==> config.mk <==
export PLATFORM = sky130hd
export DESIGN_NAME = tmr_tick_gen
export DESIGN_NICKNAME = d
export VERILOG_FILES = /design/src/rtl/tmr_tick_pkg.sv /design/src/rtl/tmr_tick_cfg.sv /design/src/rtl/tmr_tick_sync.sv /design/src/rtl/tmr_tick_presc.sv /design/src/rtl/tmr_tick_gen.sv
export SDC_FILE = /design/constraint.sdc
export NUM_CORES = 1
export LEC_CHECK = 0
export CAP_MARGIN = 20
export CORE_ASPECT_RATIO = 1.4
export CORE_MARGIN = 1
export CORE_UTILIZATION = 33
export DETAILED_ROUTE_END_ITERATION = 16
export GPL_ROUTABILITY_DRIVEN = 0
export PLACE_DENSITY = 0.61
export SLEW_MARGIN = 25
export SYNTH_ARGS = -nofsm -noshare
export SYNTH_HDL_FRONTEND = slang
export SYNTH_SLANG_ARGS = --single-unit
==> constraint.sdc <==
create_clock -name clk_i -period 2.75 [get_ports clk_i]
set_input_delay 0.55 -clock clk_i [delete_from_list [all_inputs] [get_ports clk_i]]
set_output_delay 0.55 -clock clk_i [all_outputs]
set_load 0.05 [all_outputs]
==> src/rtl/tmr_tick_pkg.sv <==
package tmr_tick_pkg;
  localparam int unsigned DATA_W   = 8;
  localparam int unsigned N_TMR    = 2;
  localparam int unsigned CODE_LSB = 0;
  localparam int unsigned SEL_LSB  = 3;

  typedef enum logic [1:0] {
    PS_DIV_A = 2'b00,
    PS_DIV_B = 2'b01,
    PS_DIV_C = 2'b10,
    PS_EXT   = 2'b11
  } ps_code_e;

  typedef struct packed {
    logic [N_TMR-1:0] sel;
    ps_code_e         code;
  } cfg_t;

  function automatic int unsigned cnt_bits(int unsigned a, int unsigned b,
                                           int unsigned c, int unsigned d);
    int unsigned m;
    m = a;
    if (b > m) m = b;
    if (c > m) m = c;
    if (d > m) m = d;
    return (m < 2) ? 1 : $clog2(m);
  endfunction
endpackage

==> src/rtl/tmr_tick_cfg.sv <==
module tmr_tick_cfg
  import tmr_tick_pkg::*;
#(
  parameter int unsigned ADDR_W   = 4,
  parameter int unsigned REG_ADDR = 14
) (
  input  logic              clk_i,
  input  logic              rst_ni,
  input  logic              wr_en_i,
  input  logic [ADDR_W-1:0] addr_i,
  input  logic [DATA_W-1:0] wdata_i,
  output logic [DATA_W-1:0] rdata_o,
  output cfg_t              cfg_o,
  output logic              code_chg_o
);
  logic hit;
  logic wr_hit;
  cfg_t cfg_q, cfg_d;

  assign hit    = (addr_i == ADDR_W'(REG_ADDR));
  assign wr_hit = wr_en_i & hit;

  always_comb begin
    cfg_d.code = ps_code_e'(wdata_i[CODE_LSB +: 2]);
    for (int t = 0; t < N_TMR; t++) cfg_d.sel[t] = wdata_i[SEL_LSB + t];
  end

  // clear request only when the code really changes
  assign code_chg_o = wr_hit & (cfg_d.code != cfg_q.code);

  always_ff @(posedge clk_i or negedge rst_ni) begin
    if (!rst_ni) cfg_q <= '0;
    else if (wr_hit) cfg_q <= cfg_d;
  end

  always_comb begin
    rdata_o = '0;
    if (hit) begin
      rdata_o[CODE_LSB +: 2] = cfg_q.code;
      for (int t = 0; t < N_TMR; t++) rdata_o[SEL_LSB + t] = cfg_q.sel[t];
    end
  end

  assign cfg_o = cfg_q;
endmodule

==> src/rtl/tmr_tick_sync.sv <==
module tmr_tick_sync #(
  parameter int unsigned STAGES = 2
) (
  input  logic clk_i,
  input  logic rst_ni,
  input  logic async_i,
  output logic rise_o
);
  logic [STAGES-1:0] sync_q;
  logic              prev_q;

  always_ff @(posedge clk_i or negedge rst_ni) begin
    if (!rst_ni) begin
      sync_q <= '0;
      prev_q <= 1'b0;
    end else begin
      sync_q <= {sync_q[STAGES-2:0], async_i};
      prev_q <= sync_q[STAGES-1];
    end
  end

  assign rise_o = sync_q[STAGES-1] & ~prev_q;
endmodule

==> src/rtl/tmr_tick_presc.sv <==
module tmr_tick_presc
  import tmr_tick_pkg::*;
#(
  parameter int unsigned DIV_A   = 12,
  parameter int unsigned DIV_B   = 4,
  parameter int unsigned DIV_C   = 48,
  parameter int unsigned EXT_DIV = 8,
  parameter int unsigned CNT_W   = 6
) (
  input  logic     clk_i,
  input  logic     rst_ni,
  input  ps_code_e code_i,
  input  logic     clr_i,
  input  logic     ext_rise_i,
  output logic     tick_o
);
  logic [CNT_W-1:0] cnt_q;
  logic [CNT_W-1:0] lim;
  logic             step;
  logic             at_lim;

  always_comb begin
    unique case (code_i)
      PS_DIV_A: lim = CNT_W'(DIV_A - 1);
      PS_DIV_B: lim = CNT_W'(DIV_B - 1);
      PS_DIV_C: lim = CNT_W'(DIV_C - 1);
      default:  lim = CNT_W'(EXT_DIV - 1);
    endcase
  end

  assign step   = (code_i == PS_EXT) ? ext_rise_i : 1'b1;
  assign at_lim = (cnt_q == lim);
  assign tick_o = step & at_lim;

  always_ff @(posedge clk_i or negedge rst_ni) begin
    if (!rst_ni) cnt_q <= '0;
    else if (clr_i) cnt_q <= '0;
    else if (step) cnt_q <= at_lim ? '0 : cnt_q + 1'b1;
  end
endmodule

==> src/rtl/tmr_tick_gen.sv <==
module tmr_tick_gen
  import tmr_tick_pkg::*;
#(
  parameter int unsigned ADDR_W      = 4,
  parameter int unsigned REG_ADDR    = 14,
  parameter int unsigned DIV_A       = 12,
  parameter int unsigned DIV_B       = 4,
  parameter int unsigned DIV_C       = 48,
  parameter int unsigned EXT_DIV     = 8,
  parameter int unsigned SYNC_STAGES = 2
) (
  input  logic              clk_i,
  input  logic              rst_ni,
  input  logic              wr_en_i,
  input  logic [ADDR_W-1:0] addr_i,
  input  logic [7:0]        wdata_i,
  output logic [7:0]        rdata_o,
  input  logic              ext_clk_i,
  input  logic [1:0]        cnt_mode_i,
  input  logic [1:0]        evt_i,
  output logic [1:0]        en_o
);
  localparam int unsigned CNT_W = cnt_bits(DIV_A, DIV_B, DIV_C, EXT_DIV);

  cfg_t             cfg_w;
  logic             code_chg_w;
  logic             ext_rise_w;
  logic             pre_tick_w;
  logic [N_TMR-1:0] sel_w;

  tmr_tick_cfg #(.ADDR_W(ADDR_W), .REG_ADDR(REG_ADDR)) u_cfg (
    .clk_i      (clk_i),
    .rst_ni     (rst_ni),
    .wr_en_i    (wr_en_i),
    .addr_i     (addr_i),
    .wdata_i    (wdata_i),
    .rdata_o    (rdata_o),
    .cfg_o      (cfg_w),
    .code_chg_o (code_chg_w)
  );

  tmr_tick_sync #(.STAGES(SYNC_STAGES)) u_sync (
    .clk_i   (clk_i),
    .rst_ni  (rst_ni),
    .async_i (ext_clk_i),
    .rise_o  (ext_rise_w)
  );

  tmr_tick_presc #(
    .DIV_A(DIV_A), .DIV_B(DIV_B), .DIV_C(DIV_C),
    .EXT_DIV(EXT_DIV), .CNT_W(CNT_W)
  ) u_presc (
    .clk_i      (clk_i),
    .rst_ni     (rst_ni),
    .code_i     (cfg_w.code),
    .clr_i      (code_chg_w),
    .ext_rise_i (ext_rise_w),
    .tick_o     (pre_tick_w)
  );

  assign sel_w = cfg_w.sel;

  for (genvar t = 0; t < N_TMR; t++) begin : g_tmr
    // counter mode wins, then system clock, then prescaled tick
    assign en_o[t] = cnt_mode_i[t] ? evt_i[t] : (sel_w[t] | pre_tick_w);
  end
endmodule

==> impl_metrics.py <==
metrics = {
    "finish": {
        "fin_util_pct": 51.52,
        "drive_gt1_share_pct": 22.47,
        "n_antenna_cell": 0,
        "syn_to_final_growth_pct": 42.96,
        "num-nets-final": 111,
    },
    "grt": {
        "grt_max_degree": 14,
        "grt_first_pass_wirelength_um": 2387,
        "grt_antenna_before_repair": 0,
        "grt_pass1_vias": 531,
        "grt_overflow": 0,
        "grt_use_total_pct": 12.89,
    },
    "logic_synthesis": {
        "synth_cells": 64,
        "netlist_top_cells_count": "13 x dfrtp_1, 7 x nor3_1, 5 x xor2_1",
        "avgSynthCellArea_um2": 11.38,
        "synth_top_family_by_area": "simple AND/OR/NAND/NOR gates",
        "syn_area_um2": 728.2,
        "yosysWarnings": 0,
        "ys_seq_area_share_pct": 44.67,
        "synth_cell_type_count": 27,
        "ys_async_sr_fraction_pct": 100.0,
        "yosys-top-cells-area": "dfrtp_1 45%, mux2_2 6.2%, xor2_1 6.0%, nor3_1 4.8%, buf_4 4.1%",
        "synth_top_area_share_pct": 44.67,
        "synth_edf_count": 0,
        "yosys.area.top_type": "dfrtp_1",
        "synth_xor_area_share_pct": 8.419,
        "synthAdderAreaFrac_pct": 1.718,
        "synth_seq_cells": 13,
        "synth_compound_area_share_pct": 14.60,
        "synth_most_common_cell": "dfrtp_1",
        "synthSimpleGateAreaFrac_pct": 17.87,
        "ys.flop_type": "dfrtp_1",
        "synth_mux_area_share_pct": 7.560,
    },
    "timing": {
        "timing.fmax_mhz": 405.6,
        "skew_ns": 0.003096,
        "final-hold-violation-count": 0,
        "period_minus_slack_ns": 2.466,
        "tns_ns": 0,
        "slew_violations": 0,
        "finalSetupViolCount": 0,
        "slew_headroom_pct": 64.15,
        "worst_pin_slew_ns": 0.5361,
        "rsz0062_at_grt": "no",
        "fin_crit_sh_pct": 89.66,
    },
    "power_and_ir_drop": {
        "p_leak_nw": 0.4360,
        "pwr_density_cell_nw_per_um2": 706.1,
        "peakVddDrop_mv": 0.5512,
    },
    "setup_path": {
        "startpoint_type": "flop",
        "reg2reg_from": "u_presc.cnt_q[3]$_DFFE_PN0P_",
        "worstSetupEndpointType": "primary output",
        "worstSetupPathType": "flop to primary output",
        "worstSetupStartpoint": "u_presc.cnt_q[3]$_DFFE_PN0P_",
        "arrival_ns": 1.92,
        "required_ns": 2.20,
        "worstRegToRegCells": 5,
        "cp_max_fo": 5,
    },
    "clock_tree": {
        "cts.path.max_buffers": 2,
        "cts_buffers": 3,
        "clkTransAtPathRegs_ns": 0.08,
        "cts_tree": "yes",
        "postCtsHoldBufs": 0,
        "clock-sinks": 13,
        "htree_levels": 1,
        "cts-resized-gates": 0,
        "insertion_delay_ns": 0.27,
        "cts_root_buf": "clkbuf_4",
        "post-cts-setup-buffer-count": 0,
    },
    "drt": {
        "ant_nets": 0,
        "dr.pass1.iters": 4,
        "routedWlPerCell_um": 12.95,
        "vias_per_cell": 4.982,
        "drt_iter0_drc": 4,
        "drc": 0,
        "vias": 548,
        "wl_um": 1424,
    },
    "floorplan": {
        "die_y_um": 57.58,
        "initial_core_util_pct": 36.04,
        "dieArea_um2": 2401,
        "rows": 19,
        "io_pins": 30,
        "die_w_um": 41.70,
        "coreArea_um2": 2021,
    },
    "worst_hold_path": {
        "hold_depth": 0,
        "hp-class": "flop to flop",
        "worstHoldStart": "u_sync.sync_q[0]$_DFF_PN0_",
    },
    "placed_design": {
        "io_buffers": 21,
        "hpwlAfterDp_um": 1162,
    },
    "run": {
        "cap_violations": 0,
    },
    "status": {
        "status": "complete, no violations",
    },
}
[layout make-up]
class / count / area, µm²
clock buffer: 3 / 22.52
clock inverter: 1 / 5.005
fill: 190 / 979.7
inverter: 1 / 3.754
multi-input combinational: 49 / 380.4
sequential: 13 / 325.3
tap: 21 / 26.28
timing repair buffer: 22 / 277.8
[path summary, 6_finish.rpt]
kind / endpoint / slack [ns]
worst max register to register: u_presc.cnt_q[1]$_DFFE_PN0P_ / 1.06
worst min register to register: u_sync.sync_q[1]$_DFF_PN0_ / 0.36
worst min-delay path: u_sync.sync_q[1]$_DFF_PN0_ / 0.36
max in group asynchronous: u_sync.sync_q[1]$_DFF_PN0_ / 1.77
worst max-delay path: en_o[1] / 0.28
min in group asynchronous: u_sync.sync_q[0]$_DFF_PN0_ / 0.62
[kinds of logic (layout without fill, tap and decap cells)]
family          after synthesis  after routing
simple gates                 21             21
flops                        13             13
compound gates               11             11
xor+xnor                      7              7
mux                           5              5
buf+inv                       5             27
fa+ha+maj                     1              1
other cells                   1              4
[critical path, cell delays in order (launching register included)]
cell and delay, ns:
dfrtp_1 0.45, nor3b_2 0.25, a22oi_2 0.10, a2111oi_4 0.47
o31a_1 0.22, buf_12 0.15
[metrics by stage]
stage	area [µm²]	setup WS [ns]	total power [mW]	instances	hold WS (ns)
global route	1041	0.1952	0.7912	110	0.3699
global placement	1013	0.5678	0.6164	106	0.3474
finish	1041	0.2843	0.7350	110	0.3639
CTS	1041	0.2507	0.7466	110	0.3717
floorplan	739.5	0.4814	0.5277	67	0.2544
detailed placement	1013	0.5527	0.6255	106	0.3386
[cell usage in the layout (no fill, tap or decap), types with 2 or more instances in the layout]
| cell | count |
|---|---|
| clkdlybuf4s50_1 | 15 |
| dfrtp_1 | 13 |
| nor3_1 | 7 |
| buf_12 | 6 |
| xor2_1 | 5 |
| mux2_2 | 4 |
| conb_1 | 4 |
| and2_1 | 3 |
| o2111ai_1 | 3 |
| clkbuf_4 | 3 |
| a21oi_1 | 2 |
| nand2b_1 | 2 |
| o31a_1 | 2 |
| nand2_1 | 2 |
| xnor2_1 | 2 |
[report_power, final]
group,leakage [nW],switching (mW),internal [mW],total [mW]
clock network,0.0177,0.0614,0.0538,0.115
logic,0.261,0.148,0.150,0.298
registers,0.158,0.0725,0.250,0.322
[routing by layer]
metal / vias up / part of all wire (%) / track usage (%)
li1: 274 / - / -
met1: 264 / 43 / 15.35
met2: 8 / 54 / 22.10
met3: 2 / 1.6 / 1.899
met4: 0 / 0.56 / 6.912
met5: - / 0 / 0
[flip-flops by register name, indices dropped and copies added (netlist names)]
signal / cells
u_presc.cnt_q: 6
u_cfg.cfg_o: 4
u_sync.sync_q: 2
u_sync.prev_q: 1
Power figures use the tool's default switching activity.
